## src/rtl/vlane_pkg.sv

```systemverilog
package vlane_pkg;
  typedef logic [2:0] arr_t;
  typedef enum logic [1:0] {ESZ_8 = 2'd0, ESZ_16 = 2'd1, ESZ_32 = 2'd2, ESZ_64 = 2'd3} esz_e;

  function automatic esz_e arr_esz(input arr_t code);
    return esz_e'(code[2:1]);
  endfunction

  // 64-bit elements exist only in the full-width form.
  function automatic logic arr_full(input arr_t code);
    return code[0] | (code[2:1] == 2'd3);
  endfunction
endpackage

```

## src/rtl/vlane_chunk_adder.sv

```systemverilog
module vlane_chunk_adder #(
  parameter int CHUNK_W = 8,
  parameter int NCHUNK  = 16,
  localparam int IDX_W  = $clog2(NCHUNK),
  localparam int W      = CHUNK_W * NCHUNK
) (
  input  logic [W-1:0]        a,
  input  logic [W-1:0]        b,
  input  vlane_pkg::esz_e     esz,
  input  logic                sub,
  output logic [W-1:0]        sum,
  output logic [NCHUNK-1:0]   cout,
  output logic [NCHUNK-1:0]   amsb,
  output logic [NCHUNK-1:0]   bmsb
);
  logic [IDX_W-1:0] lmask;
  logic [W-1:0]     bx;
  logic [CHUNK_W:0] part;
  logic             carry;
  logic             cin;

  assign lmask = IDX_W'((32'd1 << esz) - 32'd1);
  assign bx    = sub ? ~b : b;

  // Ripple across chunks; a chunk that starts a lane takes the op carry-in.
  always_comb begin
    carry = 1'b0;
    cin   = 1'b0;
    part  = '0;
    sum   = '0;
    cout  = '0;
    amsb  = '0;
    bmsb  = '0;
    for (int i = 0; i < NCHUNK; i++) begin
      cin  = ((IDX_W'(i) & lmask) == '0) ? sub : carry;
      part = {1'b0, a[i*CHUNK_W +: CHUNK_W]} + {1'b0, bx[i*CHUNK_W +: CHUNK_W]}
           + (CHUNK_W+1)'(cin);
      sum[i*CHUNK_W +: CHUNK_W] = part[CHUNK_W-1:0];
      carry   = part[CHUNK_W];
      cout[i] = carry;
      amsb[i] = a[i*CHUNK_W + CHUNK_W - 1];
      bmsb[i] = bx[i*CHUNK_W + CHUNK_W - 1];
    end
  end
endmodule

```

## src/rtl/vlane_clamp.sv

```systemverilog
module vlane_clamp #(
  parameter int CHUNK_W = 8,
  parameter int NCHUNK  = 16,
  localparam int IDX_W  = $clog2(NCHUNK),
  localparam int W      = CHUNK_W * NCHUNK
) (
  input  logic [W-1:0]        sum,
  input  logic [NCHUNK-1:0]   cout,
  input  logic [NCHUNK-1:0]   amsb,
  input  logic [NCHUNK-1:0]   bmsb,
  input  vlane_pkg::esz_e     esz,
  input  logic                full,
  input  logic                sub,
  input  logic                sat,
  input  logic                sgn,
  output logic [W-1:0]        res,
  output logic                any_clamp
);
  logic [IDX_W-1:0]   lmask;
  logic [IDX_W-1:0]   top;
  logic               ovf;
  logic               hi;
  logic               active;
  logic               clamp;
  logic [CHUNK_W-1:0] limit;
  int                 ti;

  assign lmask = IDX_W'((32'd1 << esz) - 32'd1);

  // Each chunk reads the overflow verdict of the top chunk of its lane.
  always_comb begin
    res       = '0;
    any_clamp = 1'b0;
    top = '0; ti = 0; ovf = 1'b0; hi = 1'b0;
    active = 1'b0; clamp = 1'b0; limit = '0;
    for (int i = 0; i < NCHUNK; i++) begin
      top    = IDX_W'(i) | lmask;
      ti     = int'(top);
      if (sgn)
        ovf = (amsb[ti] == bmsb[ti]) && (sum[ti*CHUNK_W + CHUNK_W - 1] != amsb[ti]);
      else
        ovf = sub ? ~cout[ti] : cout[ti];
      hi     = sgn ? ~amsb[ti] : ~sub;
      active = full || (i < NCHUNK/2);
      clamp  = sat && ovf && active;
      limit  = {CHUNK_W{hi}};
      if (sgn && (IDX_W'(i) == top))
        limit[CHUNK_W-1] = ~limit[CHUNK_W-1];
      if (!active)
        res[i*CHUNK_W +: CHUNK_W] = '0;
      else if (clamp)
        res[i*CHUNK_W +: CHUNK_W] = limit;
      else
        res[i*CHUNK_W +: CHUNK_W] = sum[i*CHUNK_W +: CHUNK_W];
      if (clamp)
        any_clamp = 1'b1;
    end
  end
endmodule

```

## src/rtl/simd_sat_addsub.sv

```systemverilog
module simd_sat_addsub #(
  parameter int DATA_W  = 128,
  parameter int CHUNK_W = 8,
  localparam int NCHUNK = DATA_W / CHUNK_W
) (
  input  logic              clk,
  input  logic              rst_n,
  input  logic              in_valid,
  output logic              in_ready,
  input  logic [DATA_W-1:0] in_a,
  input  logic [DATA_W-1:0] in_b,
  input  logic [2:0]        in_arr,
  input  logic              in_sub,
  input  logic              in_sat,
  input  logic              in_signed,
  output logic              out_valid,
  input  logic              out_ready,
  output logic [DATA_W-1:0] out_data,
  output logic              sat_flag,
  input  logic              sat_clr
);
  import vlane_pkg::*;

  esz_e              esz;
  logic              full;
  logic [DATA_W-1:0] raw_sum;
  logic [NCHUNK-1:0] c_out;
  logic [NCHUNK-1:0] a_top;
  logic [NCHUNK-1:0] b_top;
  logic [DATA_W-1:0] lane_res;
  logic              clamped;
  logic              accept;

  assign esz      = arr_esz(in_arr);
  assign full     = arr_full(in_arr);
  assign in_ready = ~out_valid | out_ready;
  assign accept   = in_valid & in_ready;

  vlane_chunk_adder #(.CHUNK_W(CHUNK_W), .NCHUNK(NCHUNK)) u_add (
    .a(in_a), .b(in_b), .esz(esz), .sub(in_sub),
    .sum(raw_sum), .cout(c_out), .amsb(a_top), .bmsb(b_top)
  );

  vlane_clamp #(.CHUNK_W(CHUNK_W), .NCHUNK(NCHUNK)) u_clamp (
    .sum(raw_sum), .cout(c_out), .amsb(a_top), .bmsb(b_top),
    .esz(esz), .full(full), .sub(in_sub), .sat(in_sat), .sgn(in_signed),
    .res(lane_res), .any_clamp(clamped)
  );

  always_ff @(posedge clk) begin
    if (!rst_n) begin
      out_valid <= 1'b0;
      out_data  <= '0;
    end else if (accept) begin
      out_valid <= 1'b1;
      out_data  <= lane_res;
    end else if (out_ready) begin
      out_valid <= 1'b0;
    end
  end

  always_ff @(posedge clk) begin
    if (!rst_n)
      sat_flag <= 1'b0;
    else if (accept && clamped)
      sat_flag <= 1'b1;
    else if (sat_clr)
      sat_flag <= 1'b0;
  end
endmodule

```

## config.mk

```make
export PLATFORM = sky130hd
export DESIGN_NAME = simd_sat_addsub
export DESIGN_NICKNAME = d
export VERILOG_FILES = /design/src/rtl/vlane_pkg.sv /design/src/rtl/vlane_chunk_adder.sv /design/src/rtl/vlane_clamp.sv /design/src/rtl/simd_sat_addsub.sv
export SDC_FILE = /design/constraint.sdc
export NUM_CORES = 1
export LEC_CHECK = 0
export ABC_AREA = 1
export ABC_CLOCK_PERIOD_IN_PS = 33900
export BUFFER_PORTS_ARGS = -buffer_cell sky130_fd_sc_hd__buf_4
export CAP_MARGIN = 10
export CORE_ASPECT_RATIO = 1.75
export CORE_UTILIZATION = 50
export DETAILED_ROUTE_END_ITERATION = 12
export GPL_ROUTABILITY_DRIVEN = 0
export HOLD_SLACK_MARGIN = 0.08
export PLACE_DENSITY = 0.77
export SETUP_SLACK_MARGIN = 0.02
export SLEW_MARGIN = 15
export SYNTH_ARGS = -nofsm -noshare
export SYNTH_HDL_FRONTEND = slang
export SYNTH_SLANG_ARGS = --single-unit
export TNS_END_PERCENT = 10
```

## constraint.sdc

```tcl
create_clock -name clk -period 33.9 [get_ports clk]
set_clock_uncertainty 0.2 [all_clocks]
set_input_delay 6.78 -clock clk [delete_from_list [all_inputs] [get_ports clk]]
set_output_delay 6.78 -clock clk [all_outputs]
set_load 0.01 [all_outputs]
```

After elaboration in Yosys (flattened, before gate mapping):

Cells that the tools add are included.

* add/sub/neg operators: 63
* $lt $le $gt $ge: 30
* eq/ne operators: 33
* shift-type cells: 1
* multiplexer cells: 259
* bitwise logic cells: 58
* reduce and logical (&&, ||, !) cells: 83

Operator list (number)
* 32-bit by 9-bit < comparator with 1-bit output (second input constant): 15
* 32-bit by 2-bit subtractor with 32-bit output (second input constant): 15
* 8-bit 2-to-1 mux: 24
* 1-bit 2-to-1 mux: 186
* 8-bit by 8-bit adder with 9-bit output: 16
* 9-bit by 1-bit adder with 9-bit output: 16
* 128-bit 2-to-1 mux: 1
* 128-bit inverter: 1
* 7-bit by 4-bit adder with 8-bit output (second input constant): 15
* 1-bit binary-select mux with 7-bit select: 15
* 4-bit by 5-bit < comparator with 1-bit output (second input constant): 15
* 4-bit logical NOT: 15
* 1-bit logical AND: 56
* 1-bit inverter: 54
* 1-bit binary-select mux with 2-bit select: 18
* 1-bit binary-select mux with 3-bit select: 12
* 1-bit equality test: 16
* 1-bit inequality test: 16
* 1-bit binary-select mux with 4-bit select: 3
* 2-bit logical NOT: 6
* 3-bit logical NOT: 4
* 2-bit nonzero test: 2
* 1-bit by 2-bit << shifter with 4-bit output (first input constant): 1
* 4-bit by 1-bit subtractor with 4-bit output (second input constant): 1
* 3 further kinds: 4

* register bits: 130
* input bits: 267
* output and inout port bits: 131
* word-level logic and storage cells: 530

Longest topological paths before layout:

Gate-level depths: netlist (run 1).

* depth in word-level cells: 59
* gate-level depth with buffers: 94
* gate-level depth less buffers: 90

Cells and area by module:

From an unflattened synthesis (run 1), not the netlist that was laid out.

* cell total of the unflattened synthesis: 2882
* area, all modules: 16882.4 sq um

By module, submodules not included
* vlane_chunk_adder: times used 1, cells an instance 1230, area each 7503.4 sq um, sequential area each 0.0 sq um
* simd_sat_addsub: times used 1, cells an instance 851, area each 5844.4 sq um, sequential area each 2602.5 sq um
* vlane_clamp: times used 1, cells an instance 801, area each 3534.6 sq um, sequential area each 0.0 sq um

Worst setup path before layout (run 1):

No wires, ideal clock.

* kind: input -> register
* from: input port in_sub
* to: register out_data[64]
* setup time: 0.132 ns
* data arrival time: 20.092 ns
* data required time: 33.568 ns
* setup slack: 13.476 ns
* stages: 89
* path buffers: 4
* path through: buf_6 > buf_6 > clkbuf_1 > buf_1 > xor2_1 > fa_1 > fa_1 > a21oi_1 > o21ai_0 > nand2_1 > nand3_1 > o21ai_0 > inv_1 > fa_1 > fa_1 > nand2_1 > inv_1 > o21ai_0 > [53 not listed] > o21ai_0 > inv_1 > fa_1 > fa_1 > nand2_1 > inv_2 > o21ai_1 > nand2_1 > nand2_1 > nand2_1 > nand2_1 > nand3_1 > nand3_1 > o21ai_1 > a21oi_1 > nand3_1 > nand3_1 > a21oi_1

* word-level cells in the longest chain between the ends: 43
* elaborated cells on any way between the ends: 67
* those cells by class: add/sub (32); eq/ne (2); mux (28); bitwise (2); reduce/logical (3)

RTL lines
* start, declared: line simd_sat_addsub.sv:13 `input logic in_sub,`
* 128-bit 2-to-1 mux: line vlane_chunk_adder.sv:23 `assign bx = sub ? ~b : b;`
* 8-bit by 8-bit adder with 9-bit output: line vlane_chunk_adder.sv:36 `part = {1'b0, a[i*CHUNK_W +: CHUNK_W]} + {1'b0, bx[i*CHUNK_W +: CHUNK_W]}`
* 9-bit by 1-bit adder with 9-bit output: line vlane_chunk_adder.sv:37 `+ (CHUNK_W+1)'(cin);`
* 1-bit 2-to-1 mux: line vlane_chunk_adder.sv:35 `cin = ((IDX_W'(i) & lmask) == '0) ? sub : carry;`
* 9-bit by 1-bit adder with 9-bit output: line vlane_chunk_adder.sv:37
* 1-bit 2-to-1 mux: line vlane_chunk_adder.sv:35
* 9-bit by 1-bit adder with 9-bit output: line vlane_chunk_adder.sv:37
* 1-bit 2-to-1 mux: line vlane_chunk_adder.sv:35
* [25 not listed]
* 1-bit binary-select mux with 7-bit select: line vlane_clamp.sv:40 `ovf = (amsb[ti] == bmsb[ti]) && (sum[ti*CHUNK_W + CHUNK_W - 1] != amsb[ti]);`
* 1-bit 2-to-1 mux (implied by the code) (2 in a row): line vlane_clamp.sv:40
* 1-bit inequality test: line vlane_clamp.sv:40
* 1-bit logical AND: line vlane_clamp.sv:40
* 1-bit 2-to-1 mux: line vlane_clamp.sv:39 `if (sgn)`
* 1-bit logical AND (2 in a row): line vlane_clamp.sv:45 `clamp = sat && ovf && active;`
* 8-bit 2-to-1 mux *: line vlane_clamp.sv:51 `else if (clamp)`
* 8-bit 2-to-1 mux *: line vlane_clamp.sv:49 `if (!active)`
* end signal, assigned: line simd_sat_addsub.sv:56 `out_data <= lane_res;`
* end, declared: line simd_sat_addsub.sv:18 `output logic [DATA_W-1:0] out_data,`

Every way passes the cells marked *; elsewhere a longest branch is shown, timed or not. The select of a mux whose other input is x is not followed.
A chain may end at the register's enable or synchronous reset.

Final worst setup path (run 1):

* from: input port in_sub
* to: register out_data[68]

Same word-level chain as after synthesis.

==> results.json, run 1 <==
{
  "yosysTopAreaCell": "dfxtp_1",
  "drive_above_1_share_pct": 20.8,
  "core_area_sq_mm": 0.0274,
  "multiInputGateArea_sq_mm": 0.0102,
  "viasPerCell": 5.58,
  "synthTopCellsByCount": "nand2_1, inv_1, a21oi_1, nand3_1, xor2_1",
  "grt_pass1_vias": 15900,
  "intPower_uw": 424,
  "fmax_mhz": 46.0,
  "grt.total_usage_pct": 35.6,
  "irDropWorstVdd_uv": 37.0,
  "min_from": "out_data[78]",
  "route.detailed.drc": 0,
  "reg2reg_from": "out_valid",
  "synth_compound_area_share_pct": 18.6,
  "regToRegSetupSlack_ns": 30.91,
  "power_uw": 720,
  "drt_iter0_drc": 1132,
  "dieArea_sq_mm": 0.0289,
  "crit_path_end_kind": "flop",
  "crit_path_max_incr_delay_ns": 0.57,
  "switching_power_uw": 295,
  "routed_wl_um": 51600,
  "vias": 16100,
  "critPathMaxFanout": 69,
  "run_status": "finished, final reports clean",
  "fillers": 2549,
  "synth_cells": 2156,
  "start_kind": "primary input",
  "clkPwrFrac_pct": 25.3,
  "finalNonFillerCells": 2892,
  "max_slew_margin_pct": 30.3,
  "setup_viol": 0,
  "hold_path.class": "reg -> reg",
  "final_util_pct": 65.0,
  "synth_simple_gate_area_share_pct": 27.1,
  "grt_max_degree": 84,
  "hold_depth": 2,
  "netlist_area_sq_mm": 0.0141,
  "htreeDepth": 4,
  "required_ns": 34.00,
  "seq_area_frac_synth_pct": 18.5,
  "critPathArrivalTime_ns": 21.85,
  "cts.clk_slew.worst_paths_ns": 0.06,
  "synth_area_leaders": "dfxtp_1, nand2_1, ha_1, xor2_1, a21oi_1",
  "synth-adder-area-share_pct": 14.5,
  "powerDensity_mw_per_mm2": 40.4,
  "worstSetupPathType": "in -> reg",
  "synth_xor_area_share_pct": 11.8,
  "tightest_slew_ns": 1.04,
  "placed_area_sq_mm": 0.0173,
  "ant_nets": 0,
  "hold_viol": 0,
  "fin_crit_ns": 21.75,
  "synth.avg_cell_area_sq_um": 6.53,
  "numCtsBuffers": 17,
  "cts_root_buffer": "clkbuf_16",
  "fp.dieW_um": 129,
  "cpMostUsedCell": "nand2_1",
  "drv_cap": 0,
  "dpl.hpwl_um": 40900,
  "tritoncts": "yes",
  "dpl.cell_count": 2859,
  "wl_per_cell_um": 17.8,
  "netlist.area_leader.share_pct": 18.5,
  "switching_share_pct": 41.1,
  "regArea_sq_mm": 0.00260,
  "die_h_um": 224,
  "ctsResizeCount": 0,
  "reg2reg_depth": 7,
  "fin_nets": 2920,
  "ys.flop_type": "dfxtp_1",
  "post-cts-setup-buffer-count": 0,
  "antenna_found_initial": 2,
  "ios": 398,
  "area_growth_pct": 26.6,
  "cp_slowest_cell": "buf_6",
  "hold_path_end": "out_data[78]",
  "period_share_pct": 64.2,
  "p_comb_share_pct": 49.5,
  "num_rows": 80,
  "clockBufferDepth": 2,
  "yosysMostFrequentCell": "nand2_1",
  "synth-async-reset-ratio_pct": 0,
  "leakage_nw": 9.41,
  "ys_warn_count": 0,
  "synth.distinct_cells": 52,
  "numPortBuffers": 397,
  "first_pass_iters": 6,
  "synth-seq-cells": 130,
  "gr-total-overflow": 0,
  "clk_latency_ns": 0.45,
  "rsz0062_at_grt": "no",
  "final.setup.tns_ns": 0,
  "synthMuxAreaShare_pct": 0.0711,
  "synth_top_family_by_area": "simple AND/OR/NAND/NOR gates",
  "synth-edff-count": 0,
  "design_area_sq_mm": 0.0178,
  "r2r_end": "out_data[59]",
  "initial_utilization_pct": 51.3,
  "cts_sinks": 130,
  "finalMaxSlewViolations": 0,
  "grt_pass1_wl_um": 79000,
  "cts_hold_buf": 0,
  "synth.net_count": 2567,
  "power.share.sequential_pct": 25.2
}
[sequential cells by signal (all words and copies together) (netlist names)]
name,cells
out_valid,1
sat_flag,1
out_data,128
[power groups by stage]
stage	Combinational (mW)	Sequential [mW]	Clock, mW
2_1_floorplan	0.224	0.189	0
3_3_place_gp	0.341	0.184	0
3_5_place_dp	0.349	0.184	0
4_1_cts	0.352	0.181	0.183
5_1_grt	0.394	0.182	0.190
6_report	0.356	0.181	0.182
[kinds of logic (layout without fill, tap and decap cells)]
logic type,after synthesis,after routing
buf+inv,335,700
fa+ha+maj,144,144
mux,1,1
xor+xnor,186,186
flops,130,130
other cells,0,2
simple gates,894,894
compound gates,466,466
[critical path: cells and delay by family]
family                     cells  cell delay, ns
adders and majority gates     16            6.56
AOI/OAI and AO/OA             18            2.88
buffers and inverters         15            1.43
xor gates and xnor gates       1            0.17
and+or+nand+nor               36            4.02
[cell type report]
type / instances / area share [%]
sequential: 130 / 14.6
timing repair buffer: 405 / 17.1
clock inverter: 6 / 0.449
clock buffer: 25 / 2.67
inverter: 264 / 5.58
multi-input combinational: 1691 / 57.0
antenna: 2 / 0.0281
tap: 369 / 2.59
[worst max-delay path by stage]
| stage | slack [ns] | start | depth (start not counted) | end |
|---|---|---|---|---|
| 2_1_floorplan | 13.48 | in_sub | 89 | out_data[64] |
| 3_3_place_gp | 12.41 | in_sub | 86 | out_data[69] |
| 3_5_place_dp | 11.96 | in_sub | 86 | out_data[68] |
| 4_1_cts | 12.35 | in_sub | 86 | out_data[68] |
| 5_1_grt | 10.82 | in_sub | 86 | out_data[70] |
| 6_report | 12.15 | in_sub | 86 | out_data[68] |
[through the flow]
step	worst slack (ns)	hold WS (ns)
after floorplan	13.48	0.290
after global placement	12.41	0.255
after detailed placement	11.96	0.256
after CTS	12.35	0.265
after global routing	10.82	0.280
final	12.15	0.266
[routing by layer]
| layer | global-route usage (%) | up-vias | routed length (um) |
|---|---|---|---|
| met5 | 0 | - | 0 |
| met4 | 29.1 | 0 | 4260 |
| met3 | 6.50 | 248 | 3270 |
| met2 | 65.4 | 771 | 26900 |
| met1 | 33.8 | 7331 | 17200 |
| li1 | - | 7792 | - |
[placed cells by master (no fill, tap or decap), types with 31 or more instances in the layout]
cell type / instances
fa_1: 31
ha_1: 113
a21oi_1: 211
o21ai_1: 46
inv_1: 233
dfxtp_1: 130
nand3_1: 180
o21ai_0: 118
buf_4: 404
nand2_1: 561
nor2_1: 74
xor2_1: 150
xnor2_1: 31
(Power assumes the default switching activity.)
==> run 2, diff against run 1 <==
- ABC_CLOCK_PERIOD_IN_PS: 33900 -> 20600
- clock period: 33.9 -> 20.6 ns (I/O delays scaled with it)
==> results.json, run 2 (same netlist as run 1, synthesis figures left out) <==
{
  "layout_commonest_cell": "nand2_1",
  "drt_iter0_drc": 976,
  "drive_above_1_share_pct": 21.1,
  "cts_root_buffer": "clkbuf_16",
  "grt_pass1_vias": 15900,
  "antenna_found_initial": 0,
  "cts.clk_slew.worst_paths_ns": 0.06,
  "crit_path_end_kind": "flop",
  "drv_cap": 0,
  "clockBufferDepth": 2,
  "max_slew_margin_pct": 30.2,
  "crit_path_max_incr_delay_ns": 0.43,
  "ant_nets": 0,
  "setup_viol": 0,
  "cts_sinks": 130,
  "route.detailed.drc": 0,
  "fillers": 2506,
  "tightest_slew_ns": 1.05,
  "grt_pass1_wl_um": 78600,
  "area_growth_pct": 27.3,
  "largest_reg_flops": 128,
  "tritoncts": "yes",
  "regMostFlops": "out_data",
  "dieArea_sq_mm": 0.0289,
  "required_ns": 20.70,
  "power_mw": 1.23,
  "cpMostUsedCell": "nand2_1",
  "final.setup.tns_ns": 0,
  "hold_path.class": "reg -> reg",
  "run_status": "finished, final reports clean",
  "p_comb_share_pct": 47.5,
  "fin_crit_ns": 18.84,
  "grt_max_degree": 84,
  "routed_wl_um": 51100,
  "finalMaxSlewViolations": 0,
  "viasPerCell": 5.55,
  "intPower_uw": 736,
  "dpl.hpwl_um": 40600,
  "fp.dieW_um": 129,
  "diodes": 0,
  "switching_power_uw": 492,
  "largest_registers": "out_data (128), out_valid (1), sat_flag (1)",
  "numPortBuffers": 397,
  "period_share_pct": 91.5,
  "reg2reg_from": "out_valid",
  "switching_share_pct": 40.1,
  "gr-total-overflow": 0,
  "first_pass_iters": 5,
  "ctsResizeCount": 0,
  "cp_slowest_cell": "fa_1",
  "critPathMaxFanout": 38,
  "grt.total_usage_pct": 35.3,
  "powerDensity_mw_per_mm2": 68.5,
  "cts_hold_buf": 0,
  "design_area_sq_mm": 0.0179,
  "vias": 16100,
  "start_kind": "primary input",
  "clkPwrFrac_pct": 28.2,
  "fin_nets": 2921,
  "die_h_um": 224,
  "irDropWorstVdd_uv": 60.8,
  "worstSetupPathType": "in -> reg",
  "htreeDepth": 4,
  "initial_utilization_pct": 51.3,
  "critPathLaunch": "in_sub",
  "power.share.sequential_pct": 24.3,
  "rsz0062_at_grt": "no",
  "fmax_mhz": 53.1,
  "min_from": "out_data[83]",
  "hold_viol": 0,
  "layout_common_cells": "nand2_1, buf_4, inv_1",
  "critPathArrivalTime_ns": 18.94,
  "leakage_nw": 9.45,
  "placed_area_sq_mm": 0.0173,
  "num_rows": 80,
  "post-cts-setup-buffer-count": 0,
  "numCtsBuffers": 17,
  "clk_latency_ns": 0.44,
  "wl_per_cell_um": 17.7,
  "ios": 398,
  "core_area_sq_mm": 0.0274
}
## run 2: changes by cell type in the layout (fill, tap and decap cells not counted), sizes merged
cell	change
buf	+1
clkinvlp	+4
diode	-2
clkbuf	-6
bufinv	+3
## run 2: worst paths after layout
path                            cells after the start  slack (ns)            to
worst max register to register                      7       17.60  out_data[59]
worst min register to register                      2        0.26  out_data[83]
worst max-delay path                               90        1.76  out_data[97]
worst min-delay path                                2        0.26  out_data[83]
## run 2: layer usage
layer | up-vias | routed length [um] | track usage (%)
met4 | 0 | 4140 | 28.2
met5 | - | 0 | 0
met1 | 7330 | 17200 | 33.6
met3 | 230 | 3060 | 5.88
met2 | 708 | 26700 | 65.5
li1 | 7794 | - | -
## run 2: layout make-up
cell class | count | area, sq um | share of cell area (%)
multi-input combinational | 1691 | 10200 | 56.7
timing repair buffer | 406 | 3050 | 17.0
sequential | 130 | 2600 | 14.5
inverter | 264 | 993 | 5.54
tap | 369 | 462 | 2.58
clock buffer | 19 | 453 | 2.53
clock inverter | 13 | 208 | 1.16
## run 2: worst max-delay path: cells and delay by family
| kind | cells | cell delay [ns] |
|---|---|---|
| compound gates | 18 | 2.86 |
| simple gates | 38 | 3.86 |
| xor+xnor | 1 | 0.15 |
| fa+ha+maj | 16 | 6.55 |
| buf+inv | 17 | 1.40 |
## run 2: power by group through the flow
stage	Clock, mW	Combinational [mW]	Sequential, mW
finish	0.346	0.584	0.298
global route	0.358	0.648	0.300
CTS	0.349	0.578	0.298
detailed placement	0	0.574	0.303
global placement	0	0.563	0.303
floorplan	0	0.368	0.310
## run 2: through the flow
step / util, % / worst slack (ns) / hold slack, ns / cells
after floorplan: - / 2.84 / 0.290 / 2156
after global placement: 62.9 / 2.07 / 0.255 / 2860
after detailed placement: 62.9 / 1.69 / 0.257 / 2860
after CTS: 65.4 / 1.96 / 0.266 / 2892
after global routing: 65.4 / 0.220 / 0.284 / 2892
final: 65.4 / 1.76 / 0.265 / 2892
